--- src/rtl/rtc_cal_pkg.sv ---
package rtc_cal_pkg;

   localparam int F_SEC    = 0;
   localparam int F_MIN    = 1;
   localparam int F_HOUR   = 2;
   localparam int F_DOW    = 3;
   localparam int F_DATE   = 4;
   localparam int F_MON    = 5;
   localparam int F_YEAR   = 6;
   localparam int N_FIELDS = 7;

   // Whole-byte BCD step: a low digit of 9 clears and bumps the high digit
   function automatic logic [7:0] bcd_step(input logic [7:0] v);
      logic [3:0] lo;
      logic [3:0] hi;
      lo = v[3:0];
      hi = v[7:4];
      if (lo == 4'h9) bcd_step = {hi + 4'h1, 4'h0};
      else            bcd_step = {hi, lo + 4'h1};
   endfunction

   // Last value before a register wraps
   function automatic logic [7:0] field_limit(input int idx);
      case (idx)
         F_SEC, F_MIN: field_limit = 8'h59;
         F_DOW:        field_limit = 8'h07;
         F_MON:        field_limit = 8'h12;
         F_YEAR:       field_limit = 8'h99;
         default:      field_limit = 8'h31;
      endcase
   endfunction

   // Value after a wrap, also the reset value
   function automatic logic [7:0] field_base(input int idx);
      case (idx)
         F_DOW, F_DATE, F_MON: field_base = 8'h01;
         default:              field_base = 8'h00;
      endcase
   endfunction

endpackage

--- src/rtl/rtc_bcd_field.sv ---
module rtc_bcd_field
   import rtc_cal_pkg::*;
#(
   parameter int          DATA_W = 8,
   parameter logic [7:0]  BASE   = 8'h00
) (
   input  logic              clk,
   input  logic              rst_n,
   input  logic              inc,
   input  logic              wr,
   input  logic [DATA_W-1:0] wdata,
   input  logic [DATA_W-1:0] lim,
   output logic [DATA_W-1:0] q,
   output logic              carry
);

   logic at_lim;
   assign at_lim = (q == lim);
   assign carry  = inc & ~wr & at_lim;

   always_ff @(posedge clk or negedge rst_n) begin
      if (!rst_n)     q <= BASE;
      else if (wr)    q <= wdata;
      else if (inc)   q <= at_lim ? BASE : bcd_step(q);
   end

   AST_FIELD_LOAD: assert property (@(posedge clk) disable iff (!rst_n)
      wr |=> q == $past(wdata));

   AST_FIELD_WRAP: assert property (@(posedge clk) disable iff (!rst_n)
      (inc && !wr && q == lim) |=> q == BASE);

   AST_FIELD_HOLD: assert property (@(posedge clk) disable iff (!rst_n)
      (!inc && !wr) |=> $stable(q));

endmodule

--- src/rtl/rtc_hour_field.sv ---
module rtc_hour_field
   import rtc_cal_pkg::*;
#(
   parameter bit HAS_12H = 1'b1
) (
   input  logic       clk,
   input  logic       rst_n,
   input  logic       inc,
   input  logic       wr,
   input  logic [7:0] wdata,
   output logic [7:0] q,
   output logic       carry
);

   logic       fmt12;
   logic [7:0] nxt;
   logic       roll;

   generate
      if (HAS_12H) begin : g_fmt_sel
         assign fmt12 = q[7];
      end else begin : g_fmt_fixed
         assign fmt12 = 1'b0;
      end
   endgenerate

   always_comb begin
      nxt  = bcd_step(q);
      roll = 1'b0;
      if (fmt12) begin
         if (q[4:0] == 5'h12) begin
            nxt = {q[7:5], 5'h01};
         end else if (q[4:0] == 5'h11) begin
            nxt  = {q[7:6], ~q[5], 5'h12};
            roll = q[5];
         end
      end else if (q[5:0] == 6'h23) begin
         nxt  = {q[7:6], 6'h00};
         roll = 1'b1;
      end
   end

   assign carry = inc & ~wr & roll;

   always_ff @(posedge clk or negedge rst_n) begin
      if (!rst_n)   q <= 8'h00;
      else if (wr)  q <= wdata;
      else if (inc) q <= nxt;
   end

   AST_H24_WRAP: assert property (@(posedge clk) disable iff (!rst_n)
      (inc && !wr && !q[7] && q[5:0] == 6'h23) |=> q[5:0] == 6'h00);

   generate
      if (HAS_12H) begin : g_chk12
         AST_PM_FLIP: assert property (@(posedge clk) disable iff (!rst_n)
            (inc && !wr && q[7] && q[4:0] == 5'h11) |=> q[5] != $past(q[5]));
      end
   endgenerate

endmodule

--- src/rtl/rtc_month_len.sv ---
module rtc_month_len #(
   parameter bit LEAP_AUTO = 1'b1
) (
   input  logic [7:0] month,
   input  logic [4:0] year_lo,
   output logic [7:0] last_day
);

   logic leap;

   generate
      if (LEAP_AUTO) begin : g_leap
         // BCD multiple of four: even tens with 0/4/8, odd tens with 2/6
         always_comb begin
            if (!year_lo[4]) leap = (year_lo[3:0] == 4'h0) || (year_lo[3:0] == 4'h4) ||
                                    (year_lo[3:0] == 4'h8);
            else             leap = (year_lo[3:0] == 4'h2) || (year_lo[3:0] == 4'h6);
         end
      end else begin : g_noleap
         assign leap = 1'b0;
      end
   endgenerate

   always_comb begin
      case (month)
         8'h02:                      last_day = leap ? 8'h29 : 8'h28;
         8'h04, 8'h06, 8'h09, 8'h11: last_day = 8'h30;
         default:                    last_day = 8'h31;
      endcase
   end

endmodule

--- src/rtl/rtc_bcd_calendar.sv ---
module rtc_bcd_calendar
   import rtc_cal_pkg::*;
#(
   parameter int DATA_W    = 8,
   parameter int ADDR_W    = 3,
   parameter bit HAS_12H   = 1'b1,
   parameter bit LEAP_AUTO = 1'b1
) (
   input  logic              clk,
   input  logic              rst_n,
   input  logic              tick,
   input  logic              wr_en,
   input  logic [ADDR_W-1:0] wr_addr,
   input  logic [DATA_W-1:0] wr_data,
   input  logic [ADDR_W-1:0] rd_addr,
   output logic [DATA_W-1:0] rd_data
);

   localparam int N_SLOT = 1 << ADDR_W;

   generate
      if (DATA_W != 8) begin : g_bad_width
         $error("rtc_bcd_calendar: DATA_W must be 8");
      end
      if (N_SLOT < N_FIELDS) begin : g_bad_addr
         $error("rtc_bcd_calendar: ADDR_W too small for all registers");
      end
   endgenerate

   logic [DATA_W-1:0] q_v     [N_SLOT];
   logic              carry_v [N_FIELDS];
   logic              inc_v   [N_FIELDS];
   logic [7:0]        date_last;

   assign inc_v[F_SEC]  = tick;
   assign inc_v[F_MIN]  = carry_v[F_SEC];
   assign inc_v[F_HOUR] = carry_v[F_MIN];
   assign inc_v[F_DOW]  = carry_v[F_HOUR];
   assign inc_v[F_DATE] = carry_v[F_HOUR];
   assign inc_v[F_MON]  = carry_v[F_DATE];
   assign inc_v[F_YEAR] = carry_v[F_MON];

   rtc_month_len #(.LEAP_AUTO(LEAP_AUTO)) i_month_len (
      .month    (q_v[F_MON]),
      .year_lo  (q_v[F_YEAR][4:0]),
      .last_day (date_last)
   );

   generate
      for (genvar i = 0; i < N_SLOT; i++) begin : g_slot
         if (i == F_HOUR) begin : g_hour
            rtc_hour_field #(.HAS_12H(HAS_12H)) i_hour (
               .clk   (clk),
               .rst_n (rst_n),
               .inc   (inc_v[i]),
               .wr    (wr_en && (wr_addr == ADDR_W'(i))),
               .wdata (wr_data),
               .q     (q_v[i]),
               .carry (carry_v[i])
            );
         end else if (i < N_FIELDS) begin : g_cnt
            logic [DATA_W-1:0] lim;
            if (i == F_DATE) begin : g_var_lim
               assign lim = date_last;
            end else begin : g_const_lim
               assign lim = field_limit(i);
            end
            rtc_bcd_field #(.DATA_W(DATA_W), .BASE(field_base(i))) i_field (
               .clk   (clk),
               .rst_n (rst_n),
               .inc   (inc_v[i]),
               .wr    (wr_en && (wr_addr == ADDR_W'(i))),
               .wdata (wr_data),
               .lim   (lim),
               .q     (q_v[i]),
               .carry (carry_v[i])
            );
         end else begin : g_empty
            assign q_v[i] = '0;
         end
      end
   endgenerate

   always_ff @(posedge clk or negedge rst_n) begin
      if (!rst_n) rd_data <= '0;
      else        rd_data <= q_v[rd_addr];
   end

   AST_SEC_MOVES: assert property (@(posedge clk) disable iff (!rst_n)
      (tick && !(wr_en && wr_addr == ADDR_W'(F_SEC))) |=> q_v[F_SEC] != $past(q_v[F_SEC]));

   AST_DOW_ROLL: assert property (@(posedge clk) disable iff (!rst_n)
      carry_v[F_DOW] |=> q_v[F_DOW] == 8'h01);

   AST_YEAR_ROLL: assert property (@(posedge clk) disable iff (!rst_n)
      carry_v[F_YEAR] |=> q_v[F_YEAR] == 8'h00);

endmodule

--- config.mk ---
export PLATFORM = sky130hd
export DESIGN_NAME = rtc_bcd_calendar
export DESIGN_NICKNAME = d
export VERILOG_FILES = /design/src/rtl/rtc_cal_pkg.sv /design/src/rtl/rtc_bcd_field.sv /design/src/rtl/rtc_hour_field.sv /design/src/rtl/rtc_month_len.sv /design/src/rtl/rtc_bcd_calendar.sv
export SDC_FILE = /design/constraint.sdc
export NUM_CORES = 1
export LEC_CHECK = 0
export BUFFER_PORTS_ARGS = -buffer_cell sky130_fd_sc_hd__buf_4
export CORE_MARGIN = 3
export CORE_UTILIZATION = 45
export CTS_CLUSTER_SIZE = 25
export DETAILED_ROUTE_END_ITERATION = 10
export GPL_ROUTABILITY_DRIVEN = 0
export GPL_TIMING_DRIVEN = 0
export SLEW_MARGIN = 0
export SYNTH_ARGS = -nofsm -noshare
export SYNTH_HDL_FRONTEND = slang
export SYNTH_SLANG_ARGS = --single-unit
--- constraint.sdc ---
create_clock -name clk -period 8.9 [get_ports clk]
set_input_delay 2.67 -clock clk [delete_from_list [all_inputs] [get_ports clk]]
set_output_delay 2.67 -clock clk [all_outputs]
set_load 0.01 [all_outputs]
Yosys cells after proc, flatten, opt, wreduce, memory -nomap -nowiden
Cells that the tools add are included.

Output and inout port bits: 8. Bits in registers: 64. Input port bits: 18. Logic and storage cells: 157.

Mux-type cells: 41. Equal/unequal tests: 34. Reduce and logical (&&, ||, !) cells: 34. Order comparisons: 1. Bitwise logic cells: 17. Add/sub/neg operators: 14.

Operator list (number): $mux 8 (33); $add 4x1->4 const B (14); $eq 4x4->1 const B (8); $bmux 8 s3 (1); $eq 8x3->1 const B (3); $reduce_bool 3->1 (6); $eq 8x5->1 const B (2); $eq 8x7->1 const B (2); $pmux 8 s2 (1); $reduce_and 2->1 (7); $reduce_bool 2->1 (7); $and 1x1->1 (10); $eq 5x5->1 const B (2); $eq 3x3->1 const B (3); $eq 4x3->1 const B (2); $eq 8x2->1 const B (1); $eq 8x4->1 const B (1); $eq 8x8->1 (1); $eq 8x8->1 const B (1); $logic_and 1x1->1 (7); $eq 3x2->1 const B (2); $eq 6x6->1 const B (1); $mux 1 (6); $ne 3x2->1 const B (2); other kinds (11) (18).

Depth between registers and ports, before layout
Gate-level depths: netlist (run 1).

Depth in word-level cells: 15. Mapped depth: 9. Mapped depth without buffers: 8.

Modules after synthesis
Synthesis (run 1) repeated with hierarchy kept, for this count alone.

Cell total of the unflattened synthesis: 651. Area total of the unflattened synthesis: 5644.2 sq um.

Modules (own cells, without submodules): rtc_bcd_field at g_slot[0].g_cnt.i_field ... (times used 3, cells an instance 78, area an instance 701.9 sq um); rtc_bcd_field at g_slot[3].g_cnt.i_field ... (times used 3, cells an instance 78, area an instance 648.1 sq um); rtc_bcd_calendar (times used 1, cells an instance 88, area an instance 789.5 sq um); rtc_hour_field (times used 1, cells an instance 75, area an instance 661.9 sq um); rtc_month_len (times used 1, cells an instance 20, area an instance 142.6 sq um).

Worst setup path after synthesis (run 1)
Ideal clock, no wire load.

Path kind: input to register. From: in tick. To: reg g_slot[5].g_cnt.i_field.q[3]. Data arrival time: 4794 ps. Buffers on the path: 0. Setup time: 82 ps. Cell stages on the path: 6. Path slack: 4024 ps. Path through: nand4b_1 > or4_4 > or4b_4 > a211o_1 > or4b_1 > a31oi_1.

Cells in the longest elaborated chain, start to end: 9.

Ends and longest elaborated chain: start: declaration (line rtc_bcd_calendar.sv:11) `input logic tick,`; $and 1x1->1 (4 in series) (line rtc_bcd_field.sv:19) `assign carry = inc & ~wr & at_lim;`; $and 1x1->1 (2 in series) (line rtc_hour_field.sv:43) `assign carry = inc & ~wr & roll;`; $and 1x1->1 (2 in series) (line rtc_bcd_field.sv:19); $reduce_bool 2->1 (no source line); end signal: assignment (line rtc_bcd_field.sv:23) `else if (wr) q <= wdata;`; end signal: assignment (line rtc_bcd_field.sv:24) `else if (inc) q <= at_lim ? BASE : bcd_step(q);`; end: declaration (line rtc_bcd_field.sv:13) `output logic [DATA_W-1:0] q,`.

No other way between the ends. A chain may end at the register's enable or synchronous reset.

Final worst setup path (run 1)
From: in tick. To: reg g_slot[3].g_cnt.i_field.q[5].

Cells in the longest elaborated chain, start to end: 8.

Ends and longest elaborated chain (line): $and 1x1->1 (4 in series) (rtc_bcd_field.sv:19); $and 1x1->1 (2 in series) (rtc_hour_field.sv:43); $reduce_bool 2->1 (no source line); $reduce_and 2->1 (no source line); end signal: assignment (rtc_bcd_field.sv:23); end signal: assignment (rtc_bcd_field.sv:24); end: declaration (rtc_bcd_field.sv:13).

No other way between the ends.

==> out/results.txt, run 1 <==
Slew headroom - 29.92%
Static Leak - 2.100 nW
Worst Max-Slew Pin Slew - 1.043 ns
Reg power frac - 44.0%
Netlist cell types - 66
io pins - 26
vias in the first global route - 4048
Clk Latency, worst-skew pair - 0.35 ns
TritonCTS buffer count - 9
Mapped Cells - 545
CTS tree - done
CP max FO - 10
Gate power share - 29.8%
min Tclk post-route - 5.188 ns
Final #Nets - 615
Post-synth top flop - dfrtp_1
outcome - finished clean
Post-Layout Cell Count - 713
GRT met2 Usage - 36.99%
die area - 11630 um2
Routed Antenna Nets - 0
Hold Buf Count CTS - 0
# DRC - 0
Peak VDD IR - 0.1044 mV
CP arrival - 5.40 ns
part of the Yosys area used for sequential elements - 34.38%
Setup crit start kind - input pin
clock tree root driver cell - clkbuf_8
Clock transition at path regs - 0.07 ns
part of the cycle the worst path needs - 58.30%
post-route setup TNS - 0 ns
core area - 9910 um2
grt met1 use - 35.51%
PortBufs - 19
commonest non-fill, non-tap cells in the layout - 62 x nand2_1, 61 x dfrtp_1, 55 x o21ai_0
Die X - 107.9 um
vias post-DR - 4429
sw frac - 36.65%
Yosys top cell by area - dfrtp_1
hold crit path type - flip-flop to flip-flop
n_diodes - 0
Core Rows - 36
post-route core utilization - 52.44%
drt wl/cell - 19.52 um
Mapped Nets - 585
worst hold slack - 0.5879 ns
post_cts resized - 0
DP HPWL - 10030 um
Final Hold Viols - 0
Area Overhead vs Synth - 11.28%
most common cell after layout, fill and taps aside - nand2_1
layout cells sized above 1 - 10.69%
synth top area cells - dfrtp_1 33%, ha_1 5.9%, o21ai_0 5.9%
top-area cell type share of the netlist area - 32.69%
sw power - 386.4 uW
GRT Total Usage - 24.85%
worst slack, placed - 3.424 ns
Congestion Overflow GR - 0
clock network power share - 26.1%
WL final - 13920 um
unrepaired setup endpoints after global routing - false
f_max - 0.1927 GHz
H-tree depth - 3
CP required - 9.11 ns
CP Class - input pin to flip-flop
Initial DRC Count - 385
initial antenna violation count - 0
global-route wire length before repair - 22030 um
largest net degree at the start of global routing - 65
Post-synth EDFFs - 0
crit path capture type - flip-flop
GR Layer Usage met3 - 5.699%
fin worst setup slack - 3.712 ns
CTS max path bufs - 2
setup violators final - 0
synth warn - 0
clk_skew - 0.008391 ns
max-slew violation count - 0
#FFs+latches synth - 64
PwrDens - 202.9 nW/um2
total of max-cap violations - 0
Post-synth ARST share - 100.0%
die height - 107.9 um
most crowded layer after global routing - met2
Cell Int Power - 668.1 uW
Initial Utilization - 47.12%
Post-CTS Setup Repair Bufs - 0
TritonCTS Sinks - 64
DR pass1 iterations - 5
Vias/cell - 6.212
Avg Inst Size Synth - 8.568 um2
mapped cell area - 4669 um2
Placed Cells - 697
Yosys cell counts, drive strengths merged (3+ instances only):
cell type / instances
a21o: 3
o21ai: 56
ha: 22
nor4: 5
nand2b: 4
a21oi: 41
nor3b: 7
nand3: 23
a211oi: 5
buf: 3
nand2: 62
and3: 8
or3: 7
dfstp: 3
nor2b: 9
a31oi: 10
nand3b: 7
a22oi: 3
nor3: 10
o221ai: 3
mux2i: 16
mux2: 11
nor2: 39
o22ai: 5
o211ai: 3
dfrtp: 61
clkbuf: 25
o311ai: 3
mux4: 8
xor2: 3
or4: 4
nor4bb: 3
a221o: 5
inv: 23
o2111ai: 3
nand4: 4
and2: 5
power groups by stage:
stage          logic (mW)  registers [mW]  clock network (mW)
2_1_floorplan       0.228           0.432                   0
3_3_place_gp        0.303           0.463                   0
3_5_place_dp        0.312           0.466                   0
4_1_cts             0.314           0.460               0.284
5_1_grt             0.355           0.475               0.295
6_report            0.314           0.464               0.276
flip-flops by register name, indices dropped and copies added, names as in the netlist:
name	count
rd_data	8
g_slot.g_hour.i_hour.q	8
g_slot.g_cnt.i_field.q	48
layout make-up:
class / count / area, um2
Buffer: 28 / 105.1
Clock buffer: 14 / 182.7
Clock inverter: 2 / 35.03
Fill cell: 946 / 4713
Inverter: 23 / 86.33
Multi-Input combinational cell: 430 / 2873
Sequential cell: 64 / 1605
Tap cell: 133 / 166.4
Timing Repair Buffer: 19 / 142.6
layer usage:
layer	part of all wire [%]	vias to the layer above
li1	-	2091
met1	45	2127
met2	45	179
met3	7.6	32
met4	2.7	0
met5	0	-
path summary, 6_finish.rpt:
check | startpoint | endpoint | slack, ns | cells after the start
setup / recovery | tick | g_slot[3].g_cnt.i_field.q[5] | 3.71 | 8
hold / removal | g_slot[3].g_cnt.i_field.q[4] | g_slot[3].g_cnt.i_field.q[4] | 0.59 | 2
min in group asynchronous | rst_n | g_slot[5].g_cnt.i_field.q[2] | 2.44 | 1
max in group asynchronous | rst_n | g_slot[2].g_hour.i_hour.q[4] | 5.90 | 1
hold reg to reg | g_slot[3].g_cnt.i_field.q[4] | g_slot[3].g_cnt.i_field.q[4] | 0.59 | 2
setup reg to reg | g_slot[0].g_cnt.i_field.q[0] | g_slot[3].g_cnt.i_field.q[5] | 5.41 | 8
through the flow:
stage / power [mW] / cell area [um2]
floorplan: 0.6597 / 4669
global placement: 0.7656 / 4979
detailed placement: 0.7777 / 4979
CTS: 1.058 / 5196
global route: 1.125 / 5196
finish: 1.055 / 5196
kinds of logic (layout without fill, tap and decap cells):
| logic type | Yosys count | count (layout) | share of synthesized area [%] |
|---|---|---|---|
| AOI/OAI and AO/OA | 159 | 159 | 21.41 |
| xor gates and xnor gates | 5 | 5 | 0.9380 |
| adders and majority gates | 22 | 22 | 5.895 |
| buffers and inverters | 51 | 86 | 4.100 |
| DFF | 64 | 64 | 34.38 |
| muxes | 35 | 35 | 9.941 |
| and+or+nand+nor | 209 | 209 | 23.34 |
worst max-delay path, cell delays in order:
cell      delay, ns
buf_4          0.12
nand4b_1       0.15
or4_4          0.63
nor4_1         0.78
clkbuf_1       0.41
o21ai_1        0.29
a221oi_1       0.28
a21oi_1        0.07
Note: power is estimated with default switching activity, not from simulation.
==> run 2, diff against run 1 <==
--- a/config.mk
+++ b/config.mk
@@ -5,6 +5,7 @@
 export SDC_FILE = /design/constraint.sdc
 export NUM_CORES = 1
 export LEC_CHECK = 0
+export ABC_AREA = 1
 export BUFFER_PORTS_ARGS = -buffer_cell sky130_fd_sc_hd__buf_4
 export CORE_MARGIN = 3
 export CORE_UTILIZATION = 45
==> constraint.sdc (replaced) <==
create_clock -name clk -period 4.5 [get_ports clk]
set_input_delay 1.35 -clock clk [delete_from_list [all_inputs] [get_ports clk]]
set_output_delay 1.35 -clock clk [all_outputs]
set_load 0.01 [all_outputs]
==> out/results.txt, run 2 <==
CP Class - input pin to flip-flop
TritonCTS Sinks - 64 (unchanged)
outcome - finished clean
DP HPWL - 9900 um (-1.3%)
FF-to-FF Start - g_slot[1].g_cnt.i_field.q[1]
post-route core utilization - 51.38% (-1.1 points)
Post-synth ARST share - 100.0% (unchanged)
WL final - 13340 um (-4.2%)
grt met1 use - 34.58% (-0.93 points)
GR Layer Usage met3 - 5.404% (-0.30 points)
die height - 106.5 um (-1.2%)
Tot Pwr - 2.119 mW (+100%)
Final Hold Viols - 0 (unchanged)
WHS Path Cells - 2 (unchanged)
Most flops, register - g_slot.g_cnt.i_field.q
post-synthesis compound-gate area fraction - 20.03% (-1.4 points)
max-slew violation count - 0 (unchanged)
Avg Inst Size Synth - 7.432 um2 (-13%)
CTS max path bufs - 2 (unchanged)
hold crit path type - flip-flop to flip-flop
Synth Area in XOR/XNOR - 4.209% (+3.3 points)
Final #Nets - 685 (+11%)
GRT met2 Usage - 38.28% (+1.3 points)
Mapped Nets - 652 (+11%)
Static Leak - 2.345 nW (+12%)
largest net degree at the start of global routing - 65 (unchanged)
crit path capture type - flip-flop
Netlist cell types - 40 (-39%)
most crowded layer after global routing - met2
PwrDens - 420.1 nW/um2 (+110%)
global-route wire length before repair - 21600 um (-1.9%)
Largest register FFs - 48 (unchanged)
Initial Utilization - 46.32% (-0.80 points)
CTS tree - done
Clk Latency, worst-skew pair - 0.36 ns (about the same)
multiplexer share of the synthesized area - 0% (-9.9 points)
synth top area cells - dfrtp_1 34%, nand2_1 10%, ha_1 6.1%
CP arrival - 2.97 ns (-2.43 ns)
Post-synth EDFFs - 0 (unchanged)
synth warn - 0 (unchanged)
Area Overhead vs Synth - 10.92%
most common cell after layout, fill and taps aside - nand2_1
setup violators final - 0 (unchanged)
Post-synth top flop - dfrtp_1
mapped cell area - 4548 um2 (-2.6%)
unrepaired setup endpoints after global routing - false
Clock transition at path regs - 0.07 ns (about the same)
Die X - 106.5 um (-1.2%)
total of max-cap violations - 0 (unchanged)
clock tree root driver cell - clkbuf_8
post-route setup TNS - 0 ns (unchanged)
Synth Area in Simple Gates - 26.02% (+2.7 points)
R2R cell count - 13 (+5)
Yosys top cell by area - dfrtp_1
io pins - 26 (unchanged)
GRT Total Usage - 24.58% (-0.27 points)
Worst Hold End - g_slot[6].g_cnt.i_field.q[5]
clk_skew - 0.008722 ns (+0.0003308 ns)
min Tclk post-route - 2.734 ns
dpl cell area - 4880 um2 (-2.0%)
post_cts resized - 0 (unchanged)
commonest non-fill, non-tap cells in the layout - 125 x nand2_1, 69 x inv_1, 61 x dfrtp_1
Peak VDD IR - 0.3197 mV (+210%)
Congestion Overflow GR - 0 (unchanged)
R2R Setup Slk - 2.21 ns (-3.20 ns)
#FFs+latches synth - 64 (unchanged)
Routed Antenna Nets - 0 (unchanged)
Slew headroom - 42.53% (+13 points)
Final Cell Area - 5045 um2 (-2.9%)
Worst Max-Slew Pin Slew - 0.8620 ns (-0.1812 ns)
Vias/cell - 5.540 (-11%)
top-count cell post-synth - nand2_1
H-tree depth - 3 (unchanged)
die area - 11350 um2 (-2.5%)
f_max - 0.3657 GHz
largest family of logic cells by synthesized area - simple AND/OR/NAND/NOR gates
Core Rows - 36 (unchanged)
core area - 9819 um2 (-0.91%)
Post-CTS Setup Repair Bufs - 0 (unchanged)
# DRC - 0 (unchanged)
Filler cells - 1026 (+8.5%)
Placed Cells - 767 (+10%)
Initial DRC Count - 284 (-26%)
Hold Buf Count CTS - 0 (unchanged)
vias post-DR - 4338 (-2.1%)
CP required - 4.74 ns (-4.37 ns)
Post-Layout Cell Count - 783 (+9.8%)
layout cells sized above 1 - 12.77% (+2.1 points)
top-area cell type share of the netlist area - 33.56% (+0.87 points)
Post-Synth Adder-Cell Area - 6.052% (+0.16 points)
n_diodes - 0 (unchanged)
part of the Yosys area used for sequential elements - 35.30% (+0.92 points)
Crit Reg-Reg Endpoint - g_slot[6].g_cnt.i_field.q[1]
TritonCTS buffer count - 9 (unchanged)
drt wl/cell - 17.03 um (-13%)
Largest regs - g_slot.g_cnt.i_field.q (48), g_slot.g_hour.i_hour.q (8), rd_data (8)
footprint of the multi-input gates - 2561 um2 (-11%)
PortBufs - 22 (+3)
initial antenna violation count - 0 (unchanged)
Setup crit start kind - input pin
DR pass1 iterations - 5 (unchanged)
part of the cycle the worst path needs - 60.76%
HP Start - g_slot[6].g_cnt.i_field.q[5]
CP max FO - 10 (unchanged)
Mapped Cells - 612 (+12%)
vias in the first global route - 4048 (unchanged)
Synth top cells by count - 125 x nand2_1, 69 x inv_1, 61 x dfrtp_1, 45 x o21ai_0, 41 x nor2_1
FF+latch area - 1605 um2 (unchanged)
## run 2: worst max path at each step
| stage | slack [ns] | end | from |
|---|---|---|---|
| after floorplan | 1.89 | g_slot[4].g_cnt.i_field.q[5] | wr_en |
| after global placement | 1.45 | g_slot[6].g_cnt.i_field.q[7] | wr_addr[1] |
| after detailed placement | 1.43 | g_slot[6].g_cnt.i_field.q[2] | wr_addr[1] |
| after CTS | 1.83 | g_slot[6].g_cnt.i_field.q[5] | wr_addr[1] |
| after global routing | 1.62 | g_slot[4].g_cnt.i_field.q[5] | wr_addr[2] |
| final | 1.77 | g_slot[6].g_cnt.i_field.q[1] | wr_addr[1] |
## run 2: final cells by class
cell class	instances	share of cell area, %
plain buffers	16	1.389
clock buffers	12	2.877
clock inverters	4	0.3968
inverters	83	6.176
multi-input cells	449	50.77
flip-flops and latches	64	31.82
well taps	133	3.299
repair buffers	22	3.274
## run 2: layer usage
metal  wire (um)  vias to the layer above
met2        6090                      110
met4         255                        0
met5           0                        -
met3         569                       22
li1            -                     2141
met1        6422                     2065
## run 2: where the power goes
part	leakage, nW	total [mW]	internal [mW]	switching (mW)
clock	0.0899	0.447	0.212	0.235
sequential	0.771	0.938	0.736	0.202
combinational	1.48	0.734	0.290	0.445
## run 2: logic make-up (layout without fill, tap and decap cells)
| family | count (synthesis) | after routing |
|---|---|---|
| and+or+nand+nor | 253 | 253 |
| AOI/OAI and AO/OA | 153 | 153 |
| buffers and inverters | 99 | 137 |
| DFF | 64 | 64 |
| adders and majority gates | 22 | 22 |
| xor gates and xnor gates | 21 | 21 |
## run 2: per-stage QoR
stage	hold slack, ns	setup WS (ns)
finish	0.5611	1.766
global route	0.5941	1.624
CTS	0.5687	1.826
detailed placement	0.5533	1.431
global placement	0.5346	1.446
floorplan	0.4963	1.889
## run 2: critical path, stage by stage
cell	delay, ns
buf_4	0.12
inv_1	0.08
nand2_1	0.08
nor2_1	0.54
inv_2	0.22
nand4_2	0.19
nand2_2	0.09
buf_6	0.14
nand2_1	0.07
o21ai_1	0.07
